`config.mk`:
```
export PLATFORM = sky130hd
export DESIGN_NAME = i2crd_top
export DESIGN_NICKNAME = d
export VERILOG_FILES = /design/src/rtl/i2crd_pkg.sv /design/src/rtl/i2crd_busin.sv /design/src/rtl/i2crd_array.sv /design/src/rtl/i2crd_top.sv
export SDC_FILE = /design/constraint.sdc
export NUM_CORES = 1
export LEC_CHECK = 0
export BUFFER_PORTS_ARGS = -buffer_cell sky130_fd_sc_hd__buf_2
export CORE_MARGIN = 2
export CORE_UTILIZATION = 56
export CTS_CLUSTER_DIAMETER = 30
export DETAILED_ROUTE_END_ITERATION = 10
export PLACE_DENSITY = 0.75
export SLEW_MARGIN = 40
export SYNTH_ARGS = -nofsm -noshare
export SYNTH_HDL_FRONTEND = slang
export SYNTH_SLANG_ARGS = --single-unit
```
`constraint.sdc`:
```
create_clock -name clk -period 1.89 [get_ports clk]
set_clock_uncertainty 0.1 [all_clocks]
set_input_delay 0.189 -clock clk [delete_from_list [all_inputs] [get_ports clk]]
set_output_delay 0.189 -clock clk [all_outputs]
set_load 0.05 [all_outputs]
```
`src/rtl/i2crd_pkg.sv`:
```
package i2crd_pkg;

    typedef enum logic [2:0] {
        ST_IDLE  = 3'd0,
        ST_ADDR  = 3'd1,
        ST_AACK  = 3'd2,
        ST_WADDR = 3'd3,
        ST_WACK  = 3'd4,
        ST_TX    = 3'd5,
        ST_TACK  = 3'd6,
        ST_SKIP  = 3'd7
    } st_e;

endpackage

```
`src/rtl/i2crd_busin.sv`:
```
// Brings the two bus lines into the clock domain and derives edge and
// condition pulses from the synchronised values.
module i2crd_busin #(
    parameter int STAGES = 2
) (
    input  logic clk,
    input  logic rst_n,
    input  logic scl_i,
    input  logic sda_i,
    output logic sda_s,
    output logic scl_rise,
    output logic scl_fall,
    output logic start_p,
    output logic stop_p
);
    logic [STAGES-1:0] scl_sh_q, sda_sh_q;
    logic              scl_prev_q, sda_prev_q;
    logic              scl_c;

    always_ff @(posedge clk or negedge rst_n) begin
        if (!rst_n) begin
            scl_sh_q   <= '1;
            sda_sh_q   <= '1;
            scl_prev_q <= 1'b1;
            sda_prev_q <= 1'b1;
        end else begin
            scl_sh_q   <= {scl_sh_q[STAGES-2:0], scl_i};
            sda_sh_q   <= {sda_sh_q[STAGES-2:0], sda_i};
            scl_prev_q <= scl_sh_q[STAGES-1];
            sda_prev_q <= sda_sh_q[STAGES-1];
        end
    end

    assign scl_c    = scl_sh_q[STAGES-1];
    assign sda_s    = sda_sh_q[STAGES-1];
    assign scl_rise = scl_c & ~scl_prev_q;
    assign scl_fall = ~scl_c & scl_prev_q;
    // Data moving while the clock stays high marks a bus condition.
    assign start_p  = scl_c & scl_prev_q & sda_prev_q & ~sda_s;
    assign stop_p   = scl_c & scl_prev_q & ~sda_prev_q & sda_s;

endmodule

```
`src/rtl/i2crd_array.sv`:
```
// Byte register file loaded with a computed pattern at reset, one
// registered read port.
module i2crd_array #(
    parameter int AW      = 5,
    parameter int PAT_MUL = 29,
    parameter int PAT_ADD = 7
) (
    input  logic          clk,
    input  logic          rst_n,
    input  logic [AW-1:0] rd_addr,
    output logic [7:0]    rd_data
);
    localparam int DEPTH = 1 << AW;

    logic [7:0] cell_w [DEPTH];

    for (genvar g = 0; g < DEPTH; g++) begin : g_cell
        localparam logic [7:0] INIT = 8'((g * PAT_MUL + PAT_ADD) % 256);
        logic [7:0] val_q;
        always_ff @(posedge clk or negedge rst_n) begin
            if (!rst_n) val_q <= INIT;
            else        val_q <= val_q;
        end
        assign cell_w[g] = val_q;
    end

    always_ff @(posedge clk or negedge rst_n) begin
        if (!rst_n) rd_data <= '0;
        else        rd_data <= cell_w[rd_addr];
    end

endmodule

```
`src/rtl/i2crd_top.sv`:
```
module i2crd_top
    import i2crd_pkg::*;
#(
    parameter logic [6:0] SLV_ADDR = 7'h52,
    parameter int         AW       = 5,
    parameter int         PAT_MUL  = 29,
    parameter int         PAT_ADD  = 7,
    parameter int         SYNC_STG = 2
) (
    input  logic clk,
    input  logic rst_n,
    input  logic scl_i,
    input  logic sda_i,
    output logic sda_oe
);
    localparam logic [AW-1:0] PTR_ONE = AW'(1);
    localparam logic [3:0]    BITS    = 4'd8;

    typedef struct packed {
        st_e           st;
        logic [7:0]    sh;
        logic [3:0]    cnt;
        logic [AW-1:0] ptr;
        logic          rw;
        logic          mack;
        logic          oe;
    } regs_t;

    regs_t      d, q;
    logic       sda_s, scl_rise, scl_fall, start_p, stop_p;
    logic [7:0] rd_data;
    st_e        cur_st;
    logic [AW-1:0] cur_ptr;

    i2crd_busin #(.STAGES(SYNC_STG)) u_busin (
        .clk      (clk),
        .rst_n    (rst_n),
        .scl_i    (scl_i),
        .sda_i    (sda_i),
        .sda_s    (sda_s),
        .scl_rise (scl_rise),
        .scl_fall (scl_fall),
        .start_p  (start_p),
        .stop_p   (stop_p)
    );

    i2crd_array #(.AW(AW), .PAT_MUL(PAT_MUL), .PAT_ADD(PAT_ADD)) u_array (
        .clk     (clk),
        .rst_n   (rst_n),
        .rd_addr (q.ptr),
        .rd_data (rd_data)
    );

    always_comb begin
        d = q;
        if (stop_p) begin
            d.st  = ST_IDLE;
            d.oe  = 1'b0;
            d.cnt = '0;
        end else if (start_p) begin
            d.st  = ST_ADDR;
            d.oe  = 1'b0;
            d.cnt = '0;
        end else begin
            case (q.st)
                ST_ADDR: begin
                    if (scl_rise) begin
                        d.sh  = {q.sh[6:0], sda_s};
                        d.cnt = q.cnt + 4'd1;
                    end else if (scl_fall && q.cnt == BITS) begin
                        if (q.sh[7:1] == SLV_ADDR) begin
                            d.st = ST_AACK;
                            d.rw = q.sh[0];
                            d.oe = 1'b1;
                        end else begin
                            d.st = ST_SKIP;
                        end
                    end
                end
                ST_AACK: begin
                    if (scl_fall) begin
                        d.cnt = '0;
                        if (q.rw) begin
                            d.st = ST_TX;
                            d.sh = rd_data;
                            d.oe = ~rd_data[7];
                        end else begin
                            d.st = ST_WADDR;
                            d.oe = 1'b0;
                        end
                    end
                end
                ST_WADDR: begin
                    if (scl_rise) begin
                        d.sh  = {q.sh[6:0], sda_s};
                        d.cnt = q.cnt + 4'd1;
                    end else if (scl_fall && q.cnt == BITS) begin
                        d.ptr = q.sh[AW-1:0];
                        d.st  = ST_WACK;
                        d.oe  = 1'b1;
                    end
                end
                ST_WACK: begin
                    if (scl_fall) begin
                        d.st = ST_SKIP;
                        d.oe = 1'b0;
                    end
                end
                ST_TX: begin
                    if (scl_rise) begin
                        d.cnt = q.cnt + 4'd1;
                    end else if (scl_fall) begin
                        if (q.cnt == BITS) begin
                            d.st = ST_TACK;
                            d.oe = 1'b0;
                        end else begin
                            d.sh = {q.sh[6:0], 1'b0};
                            d.oe = ~q.sh[6];
                        end
                    end
                end
                ST_TACK: begin
                    if (scl_rise) begin
                        d.ptr  = q.ptr + PTR_ONE;
                        d.mack = ~sda_s;
                    end else if (scl_fall) begin
                        if (q.mack) begin
                            d.st  = ST_TX;
                            d.sh  = rd_data;
                            d.cnt = '0;
                            d.oe  = ~rd_data[7];
                        end else begin
                            d.st = ST_SKIP;
                        end
                    end
                end
                default: ;
            endcase
        end
    end

    always_ff @(posedge clk or negedge rst_n) begin
        if (!rst_n) begin
            q.st   <= ST_IDLE;
            q.sh   <= '0;
            q.cnt  <= '0;
            q.ptr  <= '0;
            q.rw   <= 1'b0;
            q.mack <= 1'b0;
            q.oe   <= 1'b0;
        end else begin
            q <= d;
        end
    end

    assign sda_oe  = q.oe;
    assign cur_st  = q.st;
    assign cur_ptr = q.ptr;

endmodule

```
==> metrics.yaml <==
run_status:
  status: "finished, violations left"
  violations: "setup timing"
pwr:
  pwr_density_cell_nw_per_um2: 1710
  p_int_mw: 2.95
  netSwitchingFraction: 0.410
  static-leakage-power_nw: 1.30
  seqPwrFrac: 0.292
  total_power_mw: 5.00
  combinationalPowerShare: 0.568
  ir_worst_vdd_v: 0.000924
  switching_power_mw: 2.05
  share_clk_of_total_power: 0.140
worst_setup_path:
  path_buf_inv: 1
  r2r-end: "cur_ptr[0]$_DFFE_PN0P_"
  critical_path.endpoint_type: "register"
  cp.required_ns: 1.98
  regToRegStartpoint: "u_busin.scl_sh_q[1]$_DFF_PN1_"
  ordered_list_of_cells_on_the_worst_path: "buf_6, and2b_2, and3_1, o21ai_4, nor3_1, a211o_1"
  timing.critical_path.max_delay_family: "flip-flops"
  path_class: "register to register"
  cpMaxStageDelayCell: "sky130_fd_sc_hd__dfstp_2"
  path_max_fanout: 5
  slowest_delay_ns: 0.57
  startpoint_type: "register"
  critPathArrivalTime_ns: 2.03
  r2r_setup_slack_ns: -0.05
  worstRegToRegCells: 6
floorplanning:
  die-width_um: 67.9
  core_region_area_um2: 3970
  start_util: 0.577
  num_io_pins: 5
  design.die.area_um2: 4620
  floorplan.die.height_um: 67.9
  floorplan.rows: 23
place:
  routabilityCongestion: 0.944
  dp.cells: 316
  pre_cts_ws_ns: -0.0772
  place.port_buffers: 4
  place_hpwl_um: 3770
sta:
  fin_crit_ns: 1.94
  timing.final.hold_violations: 0
  relSlewSlack: 0.691
  postLayoutSetupSlackWorst_ns: -0.0510
  clock.fmax_ghz: 0.515
  timing.final.max_slew_violations: 0
  rsz_0062_raised_after_global_routing: "yes"
  finalSetupViolations: 9
  final_min_period_over_clock_period: 1.03
  max_slew.worst_pin.slew_ns: 0.464
drt:
  wl_met2_um: 2700
  vias_per_cell: 5.89
  wl_met1_um: 2520
  ant_nets: 0
  wl_um: 5590
  count_of_unresolved_drc_violations_after_routing: 0
  met3WireLength_um: 278
  drtIter0Drc: 224
  total_vias_in_the_final_route: 1960
  topRoutingLayerUsed: "met4"
  drt-wirelength-per-cell_um: 16.8
  detailedRoute.firstPassIterationCount: 6
worst_hold_path:
  timing.hold.worst_path_depth: 0
  hold_path_endpoint: "u_busin.sda_sh_q[1]$_DFF_PN1_"
  hold_class: "register to register"
  min_from: "u_busin.sda_sh_q[0]$_DFF_PN1_"
logic_synthesis:
  asyncSetResetFlopFracSynth: 1.00
  number_of_instances_in_the_synthesized_netlist: 242
  ys_top_cells_by_area: "sky130_fd_sc_hd__dfrtp_1 (34%), sky130_fd_sc_hd__mux2_2 (8.9%), sky130_fd_sc_hd__ha_1 (7.1%)"
  yosys_warnings: 0
  synth_edf_count: 0
  yosys.area.top_type_share: 0.339
  netlist-cell-type-count: 49
  yosys_register_bits: 37
  postSynthAreaPerCell_um2: 9.46
  ys_dominant_reg_cell: "sky130_fd_sc_hd__dfrtp_1"
  synth.yosys.seq_area_share: 0.408
  synth_fp_nets: 259
  synth_top_cell_by_area: "sky130_fd_sc_hd__dfrtp_1"
  synth_area_um2: 2290
global_route:
  grt_start_max_net_pins: 38
  grt_first_pass_wirelength_um: 8740
  antenna_found_initial: 0
  number_of_global_route_vias_before_repair: 1867
  global_route.usage.total: 0.255
  remaining_global_route_overflow: 0
clock_tree:
  cts_tree: "yes"
  ctsLongestPathBuffers: 2
  clock_tree.htree_level_count: 2
  clock_tree.root_cell: "sky130_fd_sc_hd__clkbuf_8"
  cts_buffers: 5
  clk_latency_ns: 0.30
  clock-sinks: 37
  clkTransAtPathRegs_ns: 0.08
final_layout:
  layout-area-overhead-vs-synth_pct: 27.8
  diodes: 0
  design.final.nets: 299
  drive_gt1_frac: 0.367
  n_fill_cell: 284
  finish.cell_count_without_fillers: 333
  mostFrequentLayoutCells: "sky130_fd_sc_hd__buf_4 (34), sky130_fd_sc_hd__dfrtp_1 (29), sky130_fd_sc_hd__o21ai_0 (21)"
  final_common_cell: "sky130_fd_sc_hd__buf_4"
run:
  max-cap-violations: 0
[synth_stat cells (all sizes together) (6+ instances only)]
| cell type | n |
|---|---|
| mux2i | 7 |
| mux2 | 18 |
| nand2 | 19 |
| buf | 6 |
| nand3 | 6 |
| nand2b | 6 |
| dfstp | 6 |
| nor3 | 8 |
| inv | 13 |
| ha | 13 |
| dfrtp | 31 |
| nor2 | 20 |
| clkbuf | 6 |
| o21ai | 22 |
| a21oi | 16 |
[repair_timing]
action | CTS | global route
setup endpoints to repair | 13 | 22
hold buffers | 3 | 0
resized for setup | 4 | 32
setup buffers | 1 | 5
pin swaps | 1 | 11
hold endpoints to repair | 33 | 0
[per-layer routing]
layer,vias to the layer above,track usage
met5,-,0
met4,0,0.0800
met3,11,0.0510
met2,59,0.431
met1,944,0.329
li1,946,-
[layout make-up]
| cell class | count | area [um2] | area share |
|---|---|---|---|
| clock buffers | 5 | 68.8 | 0.0235 |
| clock inverters | 3 | 46.3 | 0.0158 |
| inverters | 13 | 48.8 | 0.0167 |
| multi-input cells | 180 | 1400 | 0.477 |
| flip-flops and latches | 37 | 936 | 0.320 |
| well taps | 50 | 62.6 | 0.0214 |
| repair buffers | 45 | 368 | 0.126 |
[flip-flops by register name (all words and copies together) (netlist names)]
name and flops:
u_busin.scl_sh_q 2, u_busin.sda_sh_q 2, q 14, sda_oe 1, u_busin.scl_prev_q 1, cur_ptr 5, u_busin.sda_prev_q 1, cur_st 3
u_array.rd_data 8
[worst reg2reg max path: stages (launching register included)]
cell and delay [ns]:
sky130_fd_sc_hd__dfstp_2 0.57, sky130_fd_sc_hd__buf_6 0.11, sky130_fd_sc_hd__and2b_2 0.26, sky130_fd_sc_hd__and3_1 0.22
sky130_fd_sc_hd__o21ai_4 0.21, sky130_fd_sc_hd__nor3_1 0.09, sky130_fd_sc_hd__a211o_1 0.27
[how the worst max path moves through the flow]
stage | start | to | slack [ns] | cells after the start
floorplan | q[8]$_DFFE_PN0P_ | cur_st[1]$_DFFE_PN0P_ | 0.07 | 7
global placement | u_busin.scl_sh_q[1]$_DFF_PN1_ | cur_ptr[0]$_DFFE_PN0P_ | -0.05 | 6
detailed placement | q[8]$_DFFE_PN0P_ | cur_st[2]$_DFFE_PN0P_ | -0.08 | 7
CTS | u_busin.sda_sh_q[1]$_DFF_PN1_ | cur_st[1]$_DFFE_PN0P_ | -0.02 | 5
global route | u_busin.sda_sh_q[1]$_DFF_PN1_ | cur_st[0]$_DFFE_PN0P_ | -0.11 | 5
finish | u_busin.scl_sh_q[1]$_DFF_PN1_ | cur_ptr[0]$_DFFE_PN0P_ | -0.05 | 6
[stage by stage]
step | cell area, um2 | hold WS, ns | util | TNS (ns)
finish | 2930 | 0.262 | 0.737 | -0.321
floorplan | 2290 | -0.207 | - | 0
global route | 2930 | 0.268 | 0.737 | -1.01
detailed placement | 2570 | 0.156 | 0.647 | -0.296
CTS | 2740 | 0.263 | 0.689 | -0.0205
global placement | 2570 | 0.159 | 0.647 | -0.114
[logic make-up (layout without fill, tap and decap cells)]
kind of cell,after synthesis,in the layout,share of synthesized area
AOI/OAI and AO/OA,63,63,0.174
xor gates and xnor gates,4,4,0.0186
adders and majority gates,13,13,0.0710
buffers and inverters,25,66,0.0448
DFF,37,37,0.408
muxes,25,25,0.119
and+or+nand+nor,75,75,0.164
[power groups by stage]
stage | Sequential (mW) | Combinational (mW) | Clock [mW]
2_1_floorplan | 1.35 | 1.71 | 0
3_3_place_gp | 1.44 | 2.40 | 0
3_5_place_dp | 1.44 | 2.45 | 0
4_1_cts | 1.43 | 2.50 | 0.708
5_1_grt | 1.50 | 3.08 | 0.745
6_report | 1.46 | 2.84 | 0.700
Note: power is estimated with default switching activity, not from simulation.
